===== src/rtl/ras_pkg.sv =====
package ras_pkg;
  localparam logic [1:0] POP_NONE = 2'd0;
  localparam logic [1:0] POP_ONE  = 2'd1;
  localparam logic [1:0] POP_TWO  = 2'd2;

  // Number of stored bits a slot consumes.
  function automatic logic [1:0] slot_pop(input logic slot, input logic stuff_go,
                                          input logic spill_go, input logic empty);
    if (!slot || stuff_go || empty) return POP_NONE;
    if (spill_go) return POP_TWO;
    return POP_ONE;
  endfunction

  function automatic logic at_low_water(input int unsigned level, input int unsigned mark);
    return level <= mark;
  endfunction

  function automatic logic at_high_water(input int unsigned level, input int unsigned mark);
    return level >= mark;
  endfunction
endpackage


===== src/rtl/ras_ring.sv =====
module ras_ring #(
  parameter int DEPTH = 16
) (
  input  logic                         clk,
  input  logic                         rst_n,
  input  logic                         push,
  input  logic                         push_bit,
  input  logic [1:0]                   pop,
  output logic                         head0,
  output logic                         head1,
  output logic [$clog2(DEPTH+1)-1:0]   level
);
  localparam int PTR_W = $clog2(DEPTH);
  localparam int CNT_W = $clog2(DEPTH+1);

  logic [DEPTH-1:0] mem;
  logic [PTR_W-1:0] rd_ptr, wr_ptr;
  logic [CNT_W-1:0] level_q;
  logic [CNT_W:0]   after_pop;
  logic             push_ok;

  assign after_pop = {1'b0, level_q} - (CNT_W+1)'(pop);
  assign push_ok   = push && (after_pop < (CNT_W+1)'(DEPTH));
  assign head0     = mem[rd_ptr];
  assign head1     = mem[rd_ptr + PTR_W'(1)];
  assign level     = level_q;

  always_ff @(posedge clk) begin
    if (!rst_n) begin
      mem     <= '0;
      rd_ptr  <= '0;
      wr_ptr  <= PTR_W'(DEPTH/2);
      level_q <= CNT_W'(DEPTH/2);
    end else begin
      if (push_ok) begin
        mem[wr_ptr] <= push_bit;
        wr_ptr      <= wr_ptr + PTR_W'(1);
      end
      rd_ptr  <= rd_ptr + PTR_W'(pop);
      level_q <= CNT_W'(after_pop + (CNT_W+1)'(push_ok));
    end
  end
endmodule


===== src/rtl/ras_req_ctrl.sv =====
module ras_req_ctrl #(
  parameter int CNT_W     = 5,
  parameter int LOW_MARK  = 4,
  parameter int HIGH_MARK = 12
) (
  input  logic             clk,
  input  logic             rst_n,
  input  logic [CNT_W-1:0] level,
  input  logic             serviced,
  output logic             stuff_req,
  output logic             spill_req
);
  import ras_pkg::*;

  logic held;
  assign held = stuff_req || spill_req;

  always_ff @(posedge clk) begin
    if (!rst_n) begin
      stuff_req <= 1'b0;
      spill_req <= 1'b0;
    end else if (serviced) begin
      stuff_req <= 1'b0;
      spill_req <= 1'b0;
    end else if (!held) begin
      stuff_req <= at_low_water(int'(level), LOW_MARK);
      spill_req <= at_high_water(int'(level), HIGH_MARK);
    end
  end
endmodule


===== src/rtl/ras_out_stage.sv =====
module ras_out_stage (
  input  logic       clk,
  input  logic       rst_n,
  input  logic       slot,
  input  logic [1:0] pop,
  input  logic       head0,
  input  logic       head1,
  output logic       out_valid,
  output logic       out_bit,
  output logic       out_dummy,
  output logic       spill_valid,
  output logic       spill_bit
);
  import ras_pkg::*;

  always_ff @(posedge clk) begin
    if (!rst_n) begin
      out_valid   <= 1'b0;
      out_bit     <= 1'b0;
      out_dummy   <= 1'b0;
      spill_valid <= 1'b0;
      spill_bit   <= 1'b0;
    end else begin
      out_valid   <= slot;
      out_bit     <= slot && (pop != POP_NONE) && head0;
      out_dummy   <= slot && (pop == POP_NONE);
      spill_valid <= (pop == POP_TWO);
      spill_bit   <= (pop == POP_TWO) && head1;
    end
  end
endmodule


===== src/rtl/rate_adapt_store.sv =====
module rate_adapt_store #(
  parameter int DEPTH     = 16,
  parameter int LOW_MARK  = 4,
  parameter int HIGH_MARK = 12
) (
  input  logic clk,
  input  logic rst_n,
  input  logic wr_en,
  input  logic wr_bit,
  input  logic rd_slot,
  input  logic grant_valid,
  input  logic grant_spill,
  output logic stuff_req,
  output logic spill_req,
  output logic out_valid,
  output logic out_bit,
  output logic out_dummy,
  output logic spill_valid,
  output logic spill_bit
);
  import ras_pkg::*;

  localparam int CNT_W = $clog2(DEPTH+1);

  logic [CNT_W-1:0] level;
  logic             head0, head1;
  logic             is_empty;
  logic             do_stuff, do_spill, serviced;
  logic [1:0]       pop_cnt;

  assign is_empty = (level == '0);
  assign do_stuff = rd_slot && grant_valid && !grant_spill && stuff_req;
  assign do_spill = rd_slot && grant_valid && grant_spill && spill_req
                    && (level >= CNT_W'(2));
  assign serviced = do_stuff || do_spill;
  assign pop_cnt  = slot_pop(rd_slot, do_stuff, do_spill, is_empty);

  ras_ring #(.DEPTH(DEPTH)) u_ring (
    .clk(clk), .rst_n(rst_n), .push(wr_en), .push_bit(wr_bit),
    .pop(pop_cnt), .head0(head0), .head1(head1), .level(level)
  );

  ras_req_ctrl #(.CNT_W(CNT_W), .LOW_MARK(LOW_MARK), .HIGH_MARK(HIGH_MARK)) u_req (
    .clk(clk), .rst_n(rst_n), .level(level), .serviced(serviced),
    .stuff_req(stuff_req), .spill_req(spill_req)
  );

  ras_out_stage u_out (
    .clk(clk), .rst_n(rst_n), .slot(rd_slot), .pop(pop_cnt),
    .head0(head0), .head1(head1), .out_valid(out_valid), .out_bit(out_bit),
    .out_dummy(out_dummy), .spill_valid(spill_valid), .spill_bit(spill_bit)
  );
endmodule


===== config.mk =====
export PLATFORM = sky130hd
export DESIGN_NAME = rate_adapt_store
export DESIGN_NICKNAME = d
export VERILOG_FILES = /design/src/rtl/ras_pkg.sv /design/src/rtl/ras_ring.sv /design/src/rtl/ras_req_ctrl.sv /design/src/rtl/ras_out_stage.sv /design/src/rtl/rate_adapt_store.sv
export SDC_FILE = /design/constraint.sdc
export NUM_CORES = 1
export LEC_CHECK = 0
export BUFFER_PORTS_ARGS = -buffer_cell sky130_fd_sc_hd__buf_4
export CAP_MARGIN = 20
export CORE_MARGIN = 1.5
export CORE_UTILIZATION = 50
export CTS_CLUSTER_SIZE = 25
export DETAILED_ROUTE_END_ITERATION = 12
export HOLD_SLACK_MARGIN = 0.05
export PLACE_DENSITY_LB_ADDON = 0.3
export SYNTH_ARGS = -nofsm -noshare
export SYNTH_HDL_FRONTEND = slang
export SYNTH_HIERARCHICAL = 1
export SYNTH_SLANG_ARGS = --single-unit

===== constraint.sdc =====
create_clock -name clk -period 7.7 [get_ports clk]
set_input_delay 1.54 -clock clk [delete_from_list [all_inputs] [get_ports clk]]
set_output_delay 1.54 -clock clk [all_outputs]
set_load 0.01 [all_outputs]

==> metrics.txt <==
Critical Path, Cell by Cell=buf_4 > a31o_1 > a21oi_1 > ha_1 > inv_1 > fa_1 > nor2b_1 > mux2i_2 > a21oi_4 > ha_1 > ha_1 > nor2b_1 > a2111o_1 > a21oi_1 > nor3b_1; CTS root buffer=clkbuf_8; Netlist Area Pre-Place=2090 um^2; status=finished, final reports clean; wire per inst=15.7 um; post-CTS sizing=0; Die Y=67.7 um; Clock Latency Late Sink=0.30 ns; layout cell share with drive strength beyond 1=18.7%; CP dominant cell by count=ha_1; reg2reg end=u_ring/level[4]$_SDFF_PN0_; Syn Area/Cell=9.73 um^2; period utilisation layout=63.1%; CTS HTree Levels=2; CP max FO=19; total gr overflow=0; CTS Buf Count=5; synthesized flop and latch total=36; post-synth top area cell=dfxtp_1; Multi-input gate area=1260 um^2; slowest stage delay, CP=0.49 ns; clock sink count=36; Hold EP=u_ring/mem[7]$_SDFFE_PN0P_; setup TNS=0 ns; Async S/R FF share, synth=0%; hold wc startpoint=u_ring/mem[7]$_SDFFE_PN0P_; relative slew slack=49.6%; most frequent cells after synthesis=36 x dfxtp_1, 21 x a21oi_1, 17 x nand4_1; Synth cell types=46; r2r setup slk=3.21 ns; min Tclk post-route=4.86 ns; cts hold-fix bufs=0; CTS tree=built; Synth area leaders=dfxtp_1 34%, mux4_2 9.7%, ha_1 6.6%, nand4_1 5.1%, a21oi_1 5.0%; post-CTS setup buffer count=0; Inserted Diodes=0; CP Data Required Time=7.86 ns; initial antenna violation count=0; Fin Clk Skew=0.00453 ns; die area=4580 um^2; DRT iter0 DRCs=119; routed vias=1644; Power Density=277 nW/um^2; Main synth FF type=dfxtp_1; final setup violation count=0; Overall Power=0.632 mW; Max Cap Violations=0; Clk pin slew, worst setup/hold paths=0.08 ns; Worst Setup Path Type=in -> reg; via/cell ratio=5.98; Final nets=244; Starting Density=52.3%; largest net degree at the start of global routing=24; Die Span X=67.7 um; Syn Nets=235; Slew Viols, Final=0; Seq/Total Area, Yosys=34.4%; global-route wire length before repair=7390 um; Worst Reg-to-Reg Cells=15; core box area=4000 um^2; actual transition at the worst max-transition pin=0.756 ns; synthesized instance count=215; YS warnings=6; hpwl dp=3010 um; worst flop-to-flop path startpoint=u_ring/level[3]$_SDFF_PN1_; Setup crit end kind=flip-flop; CTS Buffer Depth=2; crit path DAT=5.02 ns; GR Util All Layers=22.0%; Leakage=0.818 nW; RSZ-0062 raised after global routing=no; hold path depth=2; nature of the critical path startpoint=primary input; worst hold path class=reg -> reg; gp weighted congestion=0.817; Final ANT Viol Nets=0; final hold violations=0; Total Wirelength=4310 um; Layout area overhead=9.27%; row count=23; number of synthesized flops with an enable pin=0; Buffers on Ports=13; Reg area=721 um^2; DRC=0; Peak VDD IR=0.000153 V; area share of the largest cell type after synthesis=34.4%; CP max stage cell=fa_1; vias in the first global route=1575; most common cell in the netlist=dfxtp_1; fillers=349; Ports=14; detailed-router iteration count before antenna repair=4; fmax=0.206 GHz
cells by family (layout without fill, tap and decap cells):
logic type	after synthesis	after routing	synth area share, %
AND/OR/NAND/NOR	71	71	20.3
flip-flops	36	36	34.4
multiplexers	13	13	11.8
adder cells (fa/ha/maj)	13	13	8.49
AO/OA/AOI/OAI	49	49	16.0
buffers and inverters	24	34	5.14
XOR/XNOR	9	9	3.77
worst max-delay path: cells and delay by family:
kind | cells | cell delay [ns]
adder cells (fa/ha/maj) | 4 | 1.25
AO/OA/AOI/OAI | 5 | 1.58
AND/OR/NAND/NOR | 3 | 0.34
multiplexers | 1 | 0.14
buffers and inverters | 2 | 0.18
metal layers:
| metal | track usage, % | share of wire, % | wire (um) | vias to the layer above |
|---|---|---|---|---|
| met4 | 8.93 | 2.1 | 89 | 0 |
| met3 | 5.67 | 5.9 | 254 | 10 |
| met2 | 34.8 | 46 | 1970 | 50 |
| met1 | 28.6 | 46 | 2000 | 767 |
| li1 | - | - | - | 817 |
| met5 | 0 | 0 | 0 | - |
cells in the final DEF, fill, tap and decap left out, types with 7 or more instances in the layout:
cell type and n:
ha_1 11, nor2_1 10, mux4_2 9, dfxtp_1 36, nor2b_1 9, a21oi_1 21
nand4_1 17, inv_1 13, buf_4 13, nand2_1 8, and2_1 7, o31ai_1 12
flip-flops by register name, summed over array words and instances (netlist names):
| name | flops |
|---|---|
| u_out/out_bit | 1 |
| u_out/spill_valid | 1 |
| u_ring/wr_ptr | 4 |
| u_out/out_valid | 1 |
| u_out/spill_bit | 1 |
| u_req/spill_req | 1 |
| u_req/stuff_req | 1 |
| u_ring/level | 5 |
| u_ring/mem | 16 |
| u_ring/rd_ptr | 4 |
| u_out/out_dummy | 1 |
final cells by class:
type,instances,area share [%]
Timing Repair Buffer,13,4.27
Inverter,13,2.13
Multi-Input combinational cell,155,55.3
Tap cell,50,2.74
Clock inverter,3,1.04
Clock buffer,5,3.01
Sequential cell,36,31.5
worst max-delay path by stage:
stage | from | endpoint | slack, ns
after floorplan | grant_spill | u_ring/level[4]$_SDFF_PN0_ | 3.11
after global placement | grant_spill | u_ring/level[4]$_SDFF_PN0_ | 2.77
after detailed placement | grant_spill | u_ring/level[4]$_SDFF_PN0_ | 2.64
after CTS | grant_spill | u_ring/level[4]$_SDFF_PN0_ | 2.89
after global routing | grant_spill | u_ring/level[4]$_SDFF_PN0_ | 2.56
final | grant_spill | u_ring/level[4]$_SDFF_PN0_ | 2.84
metrics by stage:
| step | hold slack, ns | std cells | cell area (um^2) | utilization (%) | worst slack (ns) |
|---|---|---|---|---|---|
| 2_1_floorplan | 0.449 | 215 | 2090 | - | 3.11 |
| 3_5_place_dp | 0.484 | 267 | 2190 | 54.8 | 2.64 |
| 3_3_place_gp | 0.475 | 267 | 2190 | 54.8 | 2.77 |
| 5_1_grt | 0.514 | 275 | 2290 | 57.1 | 2.56 |
| 6_report | 0.493 | 275 | 2290 | 57.1 | 2.84 |
| 4_1_cts | 0.495 | 275 | 2290 | 57.1 | 2.89 |
where the power goes:
group | internal [mW] | switching, mW
sequential | 0.211 | 0.0407
combinational | 0.111 | 0.128
clock | 0.0641 | 0.0769
Power figures use the tool's default switching activity.
